<file path="src/rtl/status_word_pkg.sv">
package status_word_pkg;
   localparam int FLAG_W = 16;
   localparam int POS_CF = 0;
   localparam int POS_PF = 2;
   localparam int POS_AF = 4;
   localparam int POS_ZF = 6;
   localparam int POS_SF = 7;
   localparam int POS_TF = 8;
   localparam int POS_IF = 9;
   localparam int POS_DF = 10;
   localparam int POS_OF = 11;
   localparam int CTL_N  = 3;
   localparam logic [FLAG_W-1:0] FIXED_ONES = 16'h0002;

   typedef struct packed {
      logic ovf;
      logic sgn;
      logic zro;
      logic aux;
      logic par;
      logic cry;
   } arith_flags_t;
endpackage

</file>
<file path="src/rtl/sw_addsub.sv">
module sw_addsub #(
   parameter int DATA_W = 16
) (
   input  logic [DATA_W-1:0] a_i,
   input  logic [DATA_W-1:0] b_i,
   input  logic              sub_i,
   output logic [DATA_W-1:0] sum_o,
   output logic [DATA_W:0]   carry_o
);
   logic [DATA_W-1:0] b_eff;
   logic [DATA_W:0]   ext;

   always_comb begin
      b_eff   = sub_i ? ~b_i : b_i;
      ext     = {1'b0, a_i} + {1'b0, b_eff} + {{DATA_W{1'b0}}, sub_i};
      sum_o   = ext[DATA_W-1:0];
      // carry_o[i] is the carry into bit i; carry_o[DATA_W] is the top carry out
      carry_o = ext ^ {1'b0, a_i} ^ {1'b0, b_eff};
   end
endmodule

</file>
<file path="src/rtl/sw_flag_calc.sv">
module sw_flag_calc
   import status_word_pkg::*;
#(
   parameter int DATA_W   = 16,
   parameter int NARROW_W = 8,
   parameter int NIB_W    = 4,
   parameter int PAR_W    = 8
) (
   input  logic [DATA_W-1:0] sum_i,
   input  logic [DATA_W:0]   carry_i,
   input  logic              sub_i,
   input  logic              narrow_i,
   output arith_flags_t      flags_o
);
   logic c_out;
   logic c_msb_in;
   logic msb;
   logic is_zero;

   generate
      if (NARROW_W == DATA_W) begin : g_single_lane
         always_comb begin
            c_out    = carry_i[DATA_W];
            c_msb_in = carry_i[DATA_W-1];
            msb      = sum_i[DATA_W-1];
            is_zero  = (sum_i == '0);
         end
      end else begin : g_dual_lane
         always_comb begin
            if (narrow_i) begin
               c_out    = carry_i[NARROW_W];
               c_msb_in = carry_i[NARROW_W-1];
               msb      = sum_i[NARROW_W-1];
               is_zero  = (sum_i[NARROW_W-1:0] == '0);
            end else begin
               c_out    = carry_i[DATA_W];
               c_msb_in = carry_i[DATA_W-1];
               msb      = sum_i[DATA_W-1];
               is_zero  = (sum_i == '0);
            end
         end
      end
   endgenerate

   always_comb begin
      flags_o.cry = c_out ^ sub_i;
      flags_o.aux = carry_i[NIB_W] ^ sub_i;
      flags_o.ovf = c_out ^ c_msb_in;
      flags_o.sgn = msb;
      flags_o.zro = is_zero;
      flags_o.par = ~^sum_i[PAR_W-1:0];
   end
endmodule

</file>
<file path="src/rtl/sw_ctl_bit.sv">
module sw_ctl_bit (
   input  logic clk,
   input  logic rst_n,
   input  logic set_i,
   input  logic clr_i,
   output logic q_o
);
   always_ff @(posedge clk or negedge rst_n) begin
      if (!rst_n)     q_o <= 1'b0;
      else if (set_i) q_o <= 1'b1;
      else if (clr_i) q_o <= 1'b0;
   end
endmodule

</file>
<file path="src/rtl/status_word_reg.sv">
module status_word_reg
   import status_word_pkg::*;
#(
   parameter int DATA_W   = 16,
   parameter int NARROW_W = 8,
   parameter int NIB_W    = 4,
   parameter int PAR_W    = 8
) (
   input  logic              clk,
   input  logic              rst_n,
   input  logic [DATA_W-1:0] opnd_a,
   input  logic [DATA_W-1:0] opnd_b,
   input  logic              sub_sel,
   input  logic              byte_sel,
   input  logic              upd_stb,
   input  logic              trap_set,
   input  logic              trap_clr,
   input  logic              ien_set,
   input  logic              ien_clr,
   input  logic              dir_set,
   input  logic              dir_clr,
   output logic [FLAG_W-1:0] flag_word,
   output logic              cf,
   output logic              pf,
   output logic              af,
   output logic              zf,
   output logic              sf,
   output logic              tf,
   output logic              ief,
   output logic              df,
   output logic              of
);
   generate
      if (NARROW_W > DATA_W || NARROW_W < 2) begin : g_bad_narrow
         $error("status_word_reg: NARROW_W must lie in 2..DATA_W");
      end
      if (NIB_W < 1 || NIB_W >= NARROW_W) begin : g_bad_nib
         $error("status_word_reg: NIB_W must lie in 1..NARROW_W-1");
      end
      if (PAR_W < 1 || PAR_W > NARROW_W) begin : g_bad_par
         $error("status_word_reg: PAR_W must lie in 1..NARROW_W");
      end
   endgenerate

   logic [DATA_W-1:0] sum;
   logic [DATA_W:0]   carries;
   arith_flags_t      nxt_flags;
   arith_flags_t      st_q;
   logic [CTL_N-1:0]  ctl_set;
   logic [CTL_N-1:0]  ctl_clr;
   logic [CTL_N-1:0]  ctl_q;

   sw_addsub #(.DATA_W(DATA_W)) u_addsub (
      .a_i     (opnd_a),
      .b_i     (opnd_b),
      .sub_i   (sub_sel),
      .sum_o   (sum),
      .carry_o (carries)
   );

   sw_flag_calc #(
      .DATA_W   (DATA_W),
      .NARROW_W (NARROW_W),
      .NIB_W    (NIB_W),
      .PAR_W    (PAR_W)
   ) u_calc (
      .sum_i    (sum),
      .carry_i  (carries),
      .sub_i    (sub_sel),
      .narrow_i (byte_sel),
      .flags_o  (nxt_flags)
   );

   always_ff @(posedge clk or negedge rst_n) begin
      if (!rst_n)       st_q <= '0;
      else if (upd_stb) st_q <= nxt_flags;
   end

   assign ctl_set = {dir_set, ien_set, trap_set};
   assign ctl_clr = {dir_clr, ien_clr, trap_clr};

   generate
      for (genvar i = 0; i < CTL_N; i++) begin : g_ctl
         sw_ctl_bit u_bit (
            .clk   (clk),
            .rst_n (rst_n),
            .set_i (ctl_set[i]),
            .clr_i (ctl_clr[i]),
            .q_o   (ctl_q[i])
         );
      end
   endgenerate

   always_comb begin
      flag_word         = FIXED_ONES;
      flag_word[POS_CF] = st_q.cry;
      flag_word[POS_PF] = st_q.par;
      flag_word[POS_AF] = st_q.aux;
      flag_word[POS_ZF] = st_q.zro;
      flag_word[POS_SF] = st_q.sgn;
      flag_word[POS_TF] = ctl_q[0];
      flag_word[POS_IF] = ctl_q[1];
      flag_word[POS_DF] = ctl_q[2];
      flag_word[POS_OF] = st_q.ovf;
   end

   assign cf  = flag_word[POS_CF];
   assign pf  = flag_word[POS_PF];
   assign af  = flag_word[POS_AF];
   assign zf  = flag_word[POS_ZF];
   assign sf  = flag_word[POS_SF];
   assign tf  = flag_word[POS_TF];
   assign ief = flag_word[POS_IF];
   assign df  = flag_word[POS_DF];
   assign of  = flag_word[POS_OF];
endmodule

</file>
<file path="config.mk">
export PLATFORM = sky130hd
export DESIGN_NAME = status_word_reg
export DESIGN_NICKNAME = d
export VERILOG_FILES = /design/src/rtl/status_word_pkg.sv /design/src/rtl/sw_addsub.sv /design/src/rtl/sw_flag_calc.sv /design/src/rtl/sw_ctl_bit.sv /design/src/rtl/status_word_reg.sv
export SDC_FILE = /design/constraint.sdc
export NUM_CORES = 1
export LEC_CHECK = 0
export CORE_MARGIN = 10
export CORE_UTILIZATION = 51
export CTS_CLUSTER_SIZE = 16
export DETAILED_ROUTE_END_ITERATION = 7
export GPL_ROUTABILITY_DRIVEN = 1
export PLACE_DENSITY_LB_ADDON = 0.15
export REMOVE_ABC_BUFFERS = 1
export SYNTH_ARGS = -nofsm -noshare
export SYNTH_HDL_FRONTEND = slang
export SYNTH_HIERARCHICAL = 1
export SYNTH_SLANG_ARGS = --single-unit
</file>
<file path="constraint.sdc">
create_clock -name clk -period 1.1 [get_ports clk]
set_input_delay 0.165 -clock clk [delete_from_list [all_inputs] [get_ports clk]]
set_output_delay 0.165 -clock clk [all_outputs]
set_load 0.03 [all_outputs]
</file>
Word level (Yosys, flattened, before mapping)
Index checks and enable logic that the tools add are counted.
{"block": "op_classes", "n_addsub": 2, "muxes": 11, "bitwise": 6, "reduce_logical": 6}
{"op": "bitwise XOR 17 x 16 -> 17 bit", "count": 2}
{"op": "adder 16 x 16 -> 17 bit", "count": 1}
{"op": "adder 17 x 1 -> 17 bit", "count": 1}
{"op": "logical NOT 16 bit", "count": 1}
{"op": "2-to-1 mux 16 bit", "count": 1}
{"op": "inverter 16 bit", "count": 1}
{"op": "2-to-1 mux 1 bit", "count": 10}
{"op": "logical NOT 8 bit", "count": 1}
{"op": "XNOR reduction 8 bit", "count": 1}
{"op": "nonzero test 2 bit", "count": 3}
{"op": "bitwise XOR 1 bit", "count": 3}
{"block": "totals", "regBits": 9, "inputBits": 43, "output_inout_bits": 25, "elab_cells": 34}

Logic depth before layout (Yosys ltp)
Gate-level depths: netlist of run 1.
{"block": "logic_depth", "word_depth": 8, "mapped_depth": 16, "mapped_depth_nobuf": 13}

Cells and area by module
Netlist of run 1, hierarchy kept.
{"module": "sw_addsub", "n_inst": 1, "cells_per_inst": 172, "area_each_um2": 1361.3, "seq_area_each_um2": 0.0}
{"module": "status_word_reg", "n_inst": 1, "cells_per_inst": 31, "area_each_um2": 379.1, "seq_area_each_um2": 150.1}
{"module": "sw_flag_calc", "n_inst": 1, "cells_per_inst": 30, "area_each_um2": 214.0, "seq_area_each_um2": 0.0}
{"module": "sw_ctl_bit", "n_inst": 3, "cells_per_inst": 3, "area_each_um2": 36.3, "seq_area_each_um2": 25.0}

Worst setup path before layout of run 1
OpenSTA, ideal clock, no wires.
{"block": "synth_timing", "kind": "input to register", "from": "input port sub_sel", "to": "register st_q, in the netlist pf", "setup_time_ns": 0.125, "t_arrival_ns": 2.689, "required_time_ns": 0.975, "slack_ns": -1.714, "cell_stages": 13, "path_buffers": 2, "path_cell_list": "buf_4 > buf_2 > xnor2_1 > fa_1 > nand2b_1 > a21oi_2 > a31oi_1 > xnor2_1 > inv_1 > ha_1 > xnor2_1 > xnor2_1 > mux2_4"}
{"item": "start, declared", "line_no": "status_word_reg.sv:13", "text": "input logic sub_sel,"}
{"item": "end signal, assigned", "line_no": "status_word_reg.sv:76", "text": "else if (upd_stb) st_q <= nxt_flags;"}
{"item": "end, declared", "line_no": "status_word_reg.sv:48", "text": "arith_flags_t st_q;"}

==> flow_summary.toml, run 1 <==
[setup_path]
critical-path-top-cell-by-count = "buf_12"
critPathMaxFanout = 8
cp.arrival_ps = 3040
crit_path_cell_trace = "buf_12 > buf_12 > xor2_2 > buf_4 > ha_4 > nand4_1 > or3_4 > a21oi_4 > nor3_2 > xnor2_2 > nor4_1 > a21oi_1 > nor2_1 > mux2_4"
worst-endpoint-required_ps = 1270
worstSetupPathType = "primary input to register"
critPathCaptureType = "register"
max_stage_delay_ps = 430
critical_path.slowest_cell = "or3_4"
setup.worst_path.start_class = "primary input"

[timing]
postLayoutSetupSlackWorst_ps = -1760
clock_skew_ps = 0
unrepaired_setup_endpoints_after_global_routing = "yes"
timing.fmax_ghz = 0.349
min_period_ps = 2860
timing.final.setup_violations = 8
hold_violations = 0
post-route-period-util_pct = 260
finalMaxSlewViolations = 0
finalSetupTns_ps = -9140

[layout]
layout-drive-gt1-share_pct = 45.6
flow.area_growth_from_synthesis_pct = 74.3
seq_area_um2 = 225
multi_input_area_mm2 = 0.00173
num_antenna_cells = 0
fill_cells = 100
final_net_count = 394

[global_routing]
grt_max_degree = 10
global_route_wire_length_before_repair_um = 10600
antenna_found_initial = 0
via_count_of_the_first_global_routing_pass = 2276
gr-total-overflow = 0
globalRouteTotalUtil_pct = 19.9

[floorplanning]
std_cell_rows = 21
die_y_um = 80.1
io_pins = 68
die_width_um = 80.1
placeableCoreArea_mm2 = 0.00342
floorplan.initialDensity_pct = 54.0
die-area_mm2 = 0.00642

[power_and_ir_drop]
power.static_leakage_nw = 1.53
power.density_mw_per_mm2 = 1530
max-vdd-ir-drop_mv = 0.794

[placed_design]
placement.io_buffers = 60
dp_hpwl_um = 4400
gp_congestion = 0.921
detailedPlace.worstSlack_ps = -2080

[routing]
routed_wire_length_per_instance_um = 27.4
postRouteWirelength_um = 10300
first_pass_iters = 6
drt-vias-per-instance = 6.56
detail_route.drc_violations = 0
routed-via-count = 2459
antenna_left = 0
drt_iter0_drc = 373

[synthesis]
synth_area_mm2 = 0.00184
syn-instance-count = 218
synthesis_warnings = 6
post_synth.cell_area_avg_um2 = 8.46

[clock_network]
clockRootBuffer = "clkbuf_4"
clock_sink_count = 9
clkSlewWorstSetupHoldPaths_ps = 80
cts_hold_buffers = 0
tritoncts = "done"
cts_buf_count = 3
worst_skew_pair.late_latency_ps = 290
cts-root-to-sink-buffers = 2
clock_tree.htree_level_count = 1

[hold_path]
hp-class = "primary input to asynchronous set/reset pin"

[outcome]
outcome = "complete, but fails checks"
violations = "setup timing"

[flow_run]
cap_violations = 0
==> registers in the layout, summed over array words and instances, names as in the netlist <==
signal,flops
sf,1
of,1
af,1
pf,1
cf,1
g_ctl.u_bit/q_o,3
zf,1
==> worst max-delay path, delay by kind of cell <==
| kind | cells | cell delay [ps] |
|---|---|---|
| xor gates and xnor gates | 2 | 430 |
| buffers and inverters | 3 | 410 |
| AOI/OAI and AO/OA | 2 | 550 |
| muxes | 1 | 280 |
| adders and majority gates | 1 | 280 |
| and+or+nand+nor | 5 | 890 |
==> worst paths after layout <==
path / end / slack [ps] / from / cells after the start
max: zf / -1760 / sub_sel / 14
min: of / 190 / rst_n / 1
max reg2reg: sf / 210 / sf / 1
min reg2reg: g_ctl[2].u_bit/q_o / 530 / g_ctl[2].u_bit/q_o / 1
max in group asynchronous: zf / 600 / rst_n / 1
min in group clk: g_ctl[2].u_bit/q_o / 460 / dir_set / 2
==> metrics by stage <==
step           std cells  hold slack, ps  instance area (um^2)  power, mW  util, %
6_report             375             186                  3210       4.91     94.1
5_1_grt              375             208                  3210       5.01     94.1
4_1_cts              373             211                  3030       4.12     88.8
3_5_place_dp         362             475                  2760       3.53     80.8
3_3_place_gp         362             470                  2760       3.43     80.8
2_1_floorplan        198            -131                  1690       2.36        -
==> repair_timing <==
item,CTS,global route
pin swaps,39,22
setup endpoints to repair,6,6
setup buffers,6,2
gates resized for setup,62,28
gates cloned,1,0
==> report_power, final <==
group / switching, mW / internal (mW)
logic: 2.20 / 1.84
registers: 0.131 / 0.432
clock network: 0.159 / 0.141
==> per-layer routing <==
| metal | up-vias | part of all wire [%] | wire [um] | GRT usage, % |
|---|---|---|---|---|
| met2 | 291 | 46 | 4700 | 35.7 |
| met3 | 115 | 13 | 1320 | 3.34 |
| met5 | - | 0 | 0 | 0 |
| li1 | 939 | - | - | - |
| met4 | 0 | 8.8 | 901 | 8.10 |
| met1 | 1114 | 33 | 3370 | 22.6 |
==> cell type report <==
| cell class | count | share of cell area (%) |
|---|---|---|
| Sequential cell | 9 | 7.01 |
| Inverter | 18 | 2.10 |
| Timing Repair Buffer | 127 | 34.5 |
| Clock buffer | 4 | 0.817 |
| Multi-Input combinational cell | 171 | 53.8 |
| Tap cell | 46 | 1.79 |
==> cells in the final DEF, fill, tap and decap left out, drive strengths merged, types with 3 or more instances in the layout <==
cell type	count
xnor2	22
dfrtp	9
clkbuf	5
nand2	11
a21oi	19
nand4	3
inv	18
a21o	7
nor2	10
nor4	3
dlygate4sd2	15
clkdlybuf4s50	21
conb	7
o21bai	3
nand3	4
mux2	7
xor2	21
buf	86
o21ai	9
mux2i	3
ha	20
No activity file was read; power rests on OpenSTA's default activity.
==> inputs of run 2 (changes only) <==
- REMOVE_ABC_BUFFERS: 1 -> not set
- SLEW_MARGIN: not set -> 0
==> run 2 against run 1 <==
Compared with the run above:
- the flow still finishes with violations (setup timing)
- sequential cell count unchanged
- cell count increased by 1.1%
- first-iteration DRC count decreased by 9.7%
- combinational power decreased by 4%
- critical path depth decreased by 1
- critical path type unchanged
- largest cell class unchanged
- largest power group unchanged
==> flow_summary.toml, run 2 (synthesized netlist as in run 1, its figures left out) <==
[routing]
antenna_left = 0
drt_iter0_drc = 337
detail_route.drc_violations = 0
drt-vias-per-instance = 6.31
first_pass_iters = 7
routed_wire_length_per_instance_um = 26.1
routed-via-count = 2390
postRouteWirelength_um = 9910

[clock_network]
worst_skew_pair.late_latency_ps = 270
clock_tree.htree_level_count = 1
tritoncts = "done"
cts-root-to-sink-buffers = 2
clkSlewWorstSetupHoldPaths_ps = 70
cts_hold_buffers = 0
clock_sink_count = 9
clockRootBuffer = "clkbuf_4"
cts_buf_count = 3

[global_routing]
global_route_wire_length_before_repair_um = 10200
via_count_of_the_first_global_routing_pass = 2154
globalRouteTotalUtil_pct = 19.1
grt_max_degree = 10
gr-total-overflow = 0
antenna_found_initial = 0

[layout]
flow.area_growth_from_synthesis_pct = 79.0
most_frequent_cells_in_the_layout = "buf_4 (81), clkdlybuf4s50_1 (19), inv_1 (17)"
largest_register_ff_count = 3
layout-drive-gt1-share_pct = 46.8
final_util_pct = 96.7
top_register = "g_ctl.u_bit/q_o"
finalInstanceArea_mm2 = 0.00330
final_cells = 379
final_net_count = 398
num_antenna_cells = 0
final_common_cell = "buf_4"

[placed_design]
placement.io_buffers = 60
gp_congestion = 0.916
dp_hpwl_um = 4510
placed_cells_incl_taps = 362
detailedPlace.worstSlack_ps = -2020
placedInstanceArea_mm2 = 0.00282

[floorplanning]
io_pins = 68
die_width_um = 80.1
floorplan.initialDensity_pct = 54.0
std_cell_rows = 21
placeableCoreArea_mm2 = 0.00342
die-area_mm2 = 0.00642
die_y_um = 80.1

[timing]
unrepaired_setup_endpoints_after_global_routing = "yes"
hold_violations = 0
timing.final.setup_violations = 6
min_period_ps = 2720
post-route-period-util_pct = 247
holdWs_ps = 186
timing.fmax_ghz = 0.368
clock_skew_ps = 0
finalMaxSlewViolations = 0
postLayoutSetupSlackWorst_ps = -1620

[power_and_ir_drop]
power.static_leakage_nw = 1.57
power.density_mw_per_mm2 = 1420
intPower_mw = 2.40
p_switching_mw = 2.29
clock_share_of_power_pct = 6.0
max-vdd-ir-drop_mv = 0.831
seq_power_share_pct = 11.5
comb_power_share_pct = 82.4
swShare_pct = 48.8

[hold_path]
hp-class = "primary input to asynchronous set/reset pin"

[setup_path]
worst-endpoint-required_ps = 1320
critPathCaptureType = "register"
critPathMaxFanout = 4
cp.arrival_ps = 2940
worstSetupPathType = "primary input to register"
setup.worst_path.start_class = "primary input"

[outcome]
outcome = "complete, but fails checks"
violations = "setup timing"

[flow_run]
cap_violations = 0
[run 2: cell types whose count changed in the layout (fill, tap and decap cells not counted), sizes merged]
cell	change
dlygate4sd2	-1
clkdlybuf4s50	-2
dlymetal6s2s	+2
buf	+5
[run 2: final timing paths]
path                                          from                  to  slack (ps)  depth (start not counted)
worst max-delay path                     opnd_b[7]                  zf       -1620                         13
worst min register to register  g_ctl[1].u_bit/q_o  g_ctl[1].u_bit/q_o         560                          1
max in group asynchronous                    rst_n                  of         620                          1
min in group clk                           sub_sel                  cf         450                          4
worst min-delay path                         rst_n                  af         190                          1
worst max register to register                  af                  af         270                          1
[run 2: worst max-delay path, stage by stage]
cell and delay (ps):
dlygate4sd2_1 300, xor2_4 240, ha_1 310, a21o_1 230, a31o_1 220, a21oi_4 260
buf_4 180, o21a_1 130, o21ai_1 80, nor4_2 290, a21oi_1 170, nor2_1 190
mux2_4 180
[run 2: power groups by stage]
stage / clock, mW / sequential (mW) / combinational, mW
5_1_grt: 0.288 / 0.549 / 3.98
3_5_place_dp: 0 / 0.524 / 3.05
3_3_place_gp: 0 / 0.523 / 2.96
6_report: 0.282 / 0.541 / 3.86
2_1_floorplan: 0 / 0.700 / 1.94
4_1_cts: 0.249 / 0.522 / 3.28
[run 2: what timing repair did]
| item | CTS | global route |
|---|---|---|
| buffers inserted | 7 | 6 |
| cloned | 1 | 0 |
| pin swaps | 41 | 22 |
| setup endpoints to repair | 6 | 6 |
| gates resized for setup | 56 | 35 |
| hold endpoints to repair | 0 | 0 |
[run 2: metal layers]
layer	vias to the layer above	track usage (%)	routed length, um	share of wire [%]
met4	0	5.28	813	8.2
met2	244	34.9	4800	48
met3	87	4.01	937	9.5
met5	-	0	0	0
li1	953	-	-	-
met1	1106	21.8	3350	34
[run 2: cell type report]
| class | count | area (um^2) |
|---|---|---|
| Fill cell | 66 | 114 |
| Timing Repair Buffer | 131 | 1150 |
| Tap cell | 46 | 57.6 |
| Sequential cell | 9 | 225 |
| Multi-Input combinational cell | 171 | 1770 |
| Inverter | 18 | 67.6 |
| Clock buffer | 4 | 26.3 |
[run 2: stage by stage]
step	power, mW	setup TNS, ps
finish	4.69	-8650
global route	4.82	-8670
floorplan	2.64	-8150
global placement	3.49	-11130
detailed placement	3.58	-11470
CTS	4.05	-7150
